`config.mk`:
```
export PLATFORM = sky130hd
export DESIGN_NAME = supply_supervisor
export DESIGN_NICKNAME = d
export VERILOG_FILES = /design/src/rtl/supsv_pkg.sv /design/src/rtl/supsv_sync.sv /design/src/rtl/supsv_rst_seq.sv /design/src/rtl/supsv_flags.sv /design/src/rtl/supply_supervisor.sv
export SDC_FILE = /design/constraint.sdc
export NUM_CORES = 1
export LEC_CHECK = 0
export BUFFER_PORTS_ARGS = -buffer_cell sky130_fd_sc_hd__buf_2
export CORE_MARGIN = 2
export CORE_UTILIZATION = 55
export DETAILED_ROUTE_END_ITERATION = 6
export GPL_TIMING_DRIVEN = 0
export PLACE_DENSITY = 0.87
export SYNTH_ARGS = -nofsm -noshare
export SYNTH_HDL_FRONTEND = slang
export SYNTH_HIERARCHICAL = 1
export SYNTH_SLANG_ARGS = --single-unit
```
`constraint.sdc`:
```
create_clock -name clk -period 3.9 [get_ports clk]
set_clock_uncertainty 0.05 [all_clocks]
set_input_delay 0.39 -clock clk [delete_from_list [all_inputs] [get_ports clk]]
set_output_delay 0.39 -clock clk [all_outputs]
set_load 0.05 [all_outputs]
```
`src/rtl/supsv_pkg.sv`:
```
package supsv_pkg;

    localparam int unsigned DEF_HOLD_CYCLES = 65536;
    localparam int unsigned DEF_SYNC_STAGES = 2;

    typedef enum logic {
        PH_HOLD = 1'b0,
        PH_RUN  = 1'b1
    } phase_e;

    typedef struct packed {
        logic supply_ok;
        logic warn_ok;
    } cmp_t;

    typedef struct packed {
        logic set;
        logic clr;
    } flag_req_t;

    function automatic logic next_flag(input logic cur, input flag_req_t req);
        if (req.set)
            return 1'b1;
        else if (req.clr)
            return 1'b0;
        else
            return cur;
    endfunction

endpackage

```
`src/rtl/supsv_sync.sv`:
```
module supsv_sync #(
    parameter int unsigned WIDTH  = 2,
    parameter int unsigned STAGES = 2,
    parameter logic [WIDTH-1:0] RST_VAL = '0
) (
    input  logic             clk,
    input  logic             rst,
    input  logic [WIDTH-1:0] d,
    output logic [WIDTH-1:0] q
);

    logic [WIDTH-1:0] stg [STAGES];

    for (genvar g = 0; g < STAGES; g++) begin : g_stage
        if (g == 0) begin : g_first
            always_ff @(posedge clk) begin
                if (rst) stg[g] <= RST_VAL;
                else     stg[g] <= d;
            end
        end else begin : g_next
            always_ff @(posedge clk) begin
                if (rst) stg[g] <= RST_VAL;
                else     stg[g] <= stg[g-1];
            end
        end
    end

    assign q = stg[STAGES-1];

endmodule

```
`src/rtl/supsv_rst_seq.sv`:
```
module supsv_rst_seq #(
    parameter int unsigned HOLD_CYCLES = supsv_pkg::DEF_HOLD_CYCLES
) (
    input  logic clk,
    input  logic rst,
    input  logic ok_sync,
    output logic rst_hold
);
    import supsv_pkg::*;

    localparam int unsigned CNT_W = (HOLD_CYCLES > 2) ? $clog2(HOLD_CYCLES) : 1;
    localparam logic [CNT_W-1:0] LAST = CNT_W'(HOLD_CYCLES - 1);

    phase_e           phase;
    logic [CNT_W-1:0] cnt;

    always_ff @(posedge clk) begin
        if (rst) begin
            phase <= PH_HOLD;
            cnt   <= '0;
        end else if (!ok_sync) begin
            phase <= PH_HOLD;
            cnt   <= '0;
        end else if (phase == PH_HOLD) begin
            if (cnt == LAST) begin
                phase <= PH_RUN;
                cnt   <= '0;
            end else begin
                cnt <= cnt + 1'b1;
            end
        end
    end

    assign rst_hold = (phase == PH_HOLD);

    AST_HOLD_WHILE_LOW: assert property (@(posedge clk) disable iff (rst)
        !ok_sync |=> rst_hold);

    AST_DIP_CLEARS_COUNT: assert property (@(posedge clk) disable iff (rst)
        !ok_sync |=> (cnt == '0));

    AST_RELEASE_AT_LAST: assert property (@(posedge clk) disable iff (rst)
        $fell(rst_hold) |-> ($past(cnt) == LAST));

    AST_NO_OVERFLOW: assert property (@(posedge clk) disable iff (rst)
        cnt <= LAST);

endmodule

```
`src/rtl/supsv_flags.sv`:
```
module supsv_flags (
    input  logic clk,
    input  logic rst,
    input  logic rst_hold,
    input  logic warn_sync,
    input  logic pf_en,
    input  logic por_clr,
    input  logic pf_clr,
    output logic por_flag,
    output logic pf_flag,
    output logic pf_irq
);
    import supsv_pkg::*;

    flag_req_t por_req;
    flag_req_t pf_req;

    always_comb begin
        por_req.set = rst_hold;
        por_req.clr = por_clr;
        pf_req.set  = !warn_sync;
        pf_req.clr  = pf_clr;
    end

    always_ff @(posedge clk) begin
        if (rst) begin
            por_flag <= 1'b1;
            pf_flag  <= 1'b0;
        end else begin
            por_flag <= next_flag(por_flag, por_req);
            pf_flag  <= next_flag(pf_flag, pf_req);
        end
    end

    assign pf_irq = pf_en & pf_flag;

    AST_POR_SET_IN_HOLD: assert property (@(posedge clk) disable iff (rst)
        rst_hold |=> por_flag);

    AST_PF_SET_WINS: assert property (@(posedge clk) disable iff (rst)
        (!warn_sync && pf_clr) |=> pf_flag);

    AST_PF_STICKY: assert property (@(posedge clk) disable iff (rst)
        (pf_flag && !pf_clr) |=> pf_flag);

    AST_POR_STICKY: assert property (@(posedge clk) disable iff (rst)
        (por_flag && !por_clr) |=> por_flag);

endmodule

```
`src/rtl/supply_supervisor.sv`:
```
module supply_supervisor #(
    parameter int unsigned HOLD_CYCLES = supsv_pkg::DEF_HOLD_CYCLES,
    parameter int unsigned SYNC_STAGES = supsv_pkg::DEF_SYNC_STAGES
) (
    input  logic clk,
    input  logic rst,
    input  logic supply_ok_in,
    input  logic warn_ok_in,
    input  logic pf_irq_en,
    input  logic por_flag_clr,
    input  logic pf_flag_clr,
    output logic sys_rst_out,
    output logic por_flag,
    output logic pf_flag,
    output logic pf_irq
);
    import supsv_pkg::*;

    cmp_t cmp_raw;
    cmp_t cmp_sync;
    logic rst_hold;

    assign cmp_raw.supply_ok = supply_ok_in;
    assign cmp_raw.warn_ok   = warn_ok_in;

    // Supply-OK resets to 0 (held), warning resets to 1 (no spurious flag).
    supsv_sync #(
        .WIDTH   ($bits(cmp_t)),
        .STAGES  (SYNC_STAGES),
        .RST_VAL (2'b01)
    ) u_sync (
        .clk (clk),
        .rst (rst),
        .d   (cmp_raw),
        .q   (cmp_sync)
    );

    supsv_rst_seq #(
        .HOLD_CYCLES (HOLD_CYCLES)
    ) u_seq (
        .clk      (clk),
        .rst      (rst),
        .ok_sync  (cmp_sync.supply_ok),
        .rst_hold (rst_hold)
    );

    supsv_flags u_flags (
        .clk       (clk),
        .rst       (rst),
        .rst_hold  (rst_hold),
        .warn_sync (cmp_sync.warn_ok),
        .pf_en     (pf_irq_en),
        .por_clr   (por_flag_clr),
        .pf_clr    (pf_flag_clr),
        .por_flag  (por_flag),
        .pf_flag   (pf_flag),
        .pf_irq    (pf_irq)
    );

    assign sys_rst_out = rst_hold;

endmodule

```
==> impl_metrics.yaml <==
sta:
  rsz0062_at_grt: "false"
  final-hold-violation-count: 0
  hold_ws_ns: 0.2052
  drv_slew: 0
  setup_violations: 0
  period_minus_slack_ns: 2.080
  finalCritPeriodShare_pct: 53.34
  worstMarginPinSlew_ns: 0.4021
  timing.fmax_ghz: 0.4807
  slew_headroom_pct: 72.95
  timing.setup.tns_ns: 0
  worst_slack_ns: 1.820
worst_setup_path:
  cp_slowest_cell: "or3_1"
  r2r-start: "u_seq/cnt[0]"
  critPathLaunchType: "flop"
  cp.arrival_ns: 2.23
  cp.required_ns: 4.05
  path_delay_family: "simple AND/OR/NAND/NOR gates"
  r2r_cells: 6
  worstPathCellList: "ha_1 -> nand4b_1 -> or3_1 -> o21ai_1 -> buf_2 -> nor2_1"
  reg2reg_to: "u_seq/cnt[7]"
  regToRegSetupSlack_ns: 1.82
  crit_fanout: 10
  critPathMaxStageDelay_ns: 0.45
  critPathKind: "reg -> reg"
  endpoint_kind: "flop"
  worstPathBufferInverterCount: 1
  startpoint: "u_seq/cnt[0]"
final_layout:
  final_cell_mix: "23 x dfxtp_1, 15 x nor2_1, 12 x buf_2"
  syn2layout_area_growth_pct: 10.12
  nNetsFinal: 127
  final_common_cell: "dfxtp_1"
  diodes: 0
  drive_above_1_share_pct: 16.10
min_path:
  whs_endpoint: "u_flags/por_flag"
  min_from: "por_flag_clr"
  hold_depth: 2
  holdCritPathClass: "in -> reg"
logic_synthesis:
  synthesis.area_um2: 964.7
  postSynthCellCount: 104
  syn_avg_cell_area_um2: 9.276
  synth_nets: 112
  yosys.area.top_type_share_pct: 47.73
  ys_types: 27
  async_reset_ff_share_pct: 0
  synth_top_area_cell: "dfxtp_1"
  yosysWarnings: 6
  synthFlopType: "dfxtp_1"
  seq_area_frac_synth_pct: 47.73
  synth_edf_count: 0
  ys_ff_latch: 23
  synthTopCellsByArea: "dfxtp_1 48%, xnor2_1 6.4%, nor2_1 5.8%"
clocking:
  post_cts_buffers: 0
  htree_levels: 1
  postCtsResizedCells: 0
  clock_path_buffers: 2
  hold_buffers: 0
  clk_latency_ns: 0.30
  cts_made_buffers: 3
  cts_tree: "yes"
  clk_pin_slew_ns: 0.12
  cts.sinks: 23
  cts_root_buf: "clkbuf_4"
power_and_ir_drop:
  peakVddDrop_mv: 0.2710
  seq_power_share_pct: 67.1
  share_comb_of_total_power_pct: 3.1
  p_leak_nw: 0.3741
  internal-power_mw: 0.2821
  power.density_nw_per_um2: 334.6
  switching_power_mw: 0.07331
  power_frac_clock_pct: 29.7
  p_sw_share_pct: 20.63
placed_design:
  dp_hpwl_um: 1242
  pre_cts_slack_ns: 1.850
  numPortBuffers: 10
  gp_congestion: 0.8419
die:
  rows: 15
  die_w_um: 45.88
  ioPinCount: 11
  initial_core_util_pct: 57.11
  die_h_um: 45.88
  die_area_um2: 2105
  core_area_um2: 1689
detailed_routing:
  drtIter0Drc: 22
  vias: 759
  avgRoutedWirePerCell_um: 12.90
  detail-route-antenna-nets: 0
  viasPerCell: 5.622
  drc_errors: 0
  wl_um: 1741
  dr.pass1.iters: 4
global_routing:
  grt_overflow: 0
  grt_max_degree: 13
  grt_pass1_vias: 729
  grt_usage_pct: 20.36
  grt_antenna_before_repair: 0
  grt_pass1_wl_um: 3084
job:
  maxCapViolCount: 0
status:
  status: "completed"
## power groups by stage
stage                     Combinational (mW)  Clock (mW)  Sequential [mW]
final                                 0.0112       0.106            0.239
after global routing                  0.0122       0.116            0.239
after CTS                             0.0114       0.108            0.239
after detailed placement              0.0112           0            0.244
after global placement                0.0109           0            0.244
after floorplan                      0.00482           0            0.245
## metrics by stage
stage               cells  util, %  area [µm²]  power (mW)
global placement      131    61.33        1036      0.2547
CTS                   135    62.89        1062      0.3577
finish                135    62.89        1062      0.3554
global route          135    62.89        1062      0.3673
floorplan             104        -       964.7      0.2499
detailed placement    131    61.33        1036      0.2550
## Yosys cell counts (2+ instances only)
cell,instances
inv_1,4
a21oi_1,2
xnor2_1,7
nor2b_1,4
nand4_1,2
o21ai_0,4
nand2_1,4
nand3_1,7
or2_1,2
dfxtp_1,23
nor4_1,5
nand2b_1,2
nor2_1,15
buf_2,2
nand4b_1,2
xor2_1,6
or3_1,3
## state kept, by name, summed over array words and instances (netlist names)
signal,flops
u_flags/por_flag,1
u_flags/pf_flag,1
u_seq/phase,1
u_sync/stg,4
u_seq/cnt,16
## area by class of cell
type | count | area, µm²
buffer | 2 | 10.01
clock buffer | 4 | 26.28
multi-input combinational | 75 | 479.2
inverter | 4 | 15.01
timing repair buffer | 10 | 50.05
fill | 137 | 626.9
tap | 17 | 21.27
sequential | 23 | 460.4
## kinds of logic (layout without fill, tap and decap cells)
kind of cell	after synthesis	count (layout)	synth area share (%)
and+or+nand+nor	52	52	31.26
DFF	23	23	47.73
xor gates and xnor gates	13	13	11.80
AOI/OAI and AO/OA	9	9	5.318
buffers and inverters	6	20	2.594
adders and majority gates	1	1	1.297
## per-layer routing
layer	routed length, µm	track usage [%]	vias to the layer above
met3	69	2.381	2
met4	10	8.571	0
met2	874	34.72	23
li1	-	-	389
met5	0	0	-
met1	785	25.62	345
## how the worst max path moves through the flow
stage,end,slack [ns],cells past startpoint
finish,u_seq/cnt[7],1.82,6
global route,u_seq/cnt[13],1.67,6
CTS,u_seq/cnt[7],1.85,6
detailed placement,u_seq/cnt[11],1.85,6
global placement,u_seq/cnt[13],1.94,6
floorplan,u_seq/cnt[0],2.17,6
(Power assumes the default switching activity.)
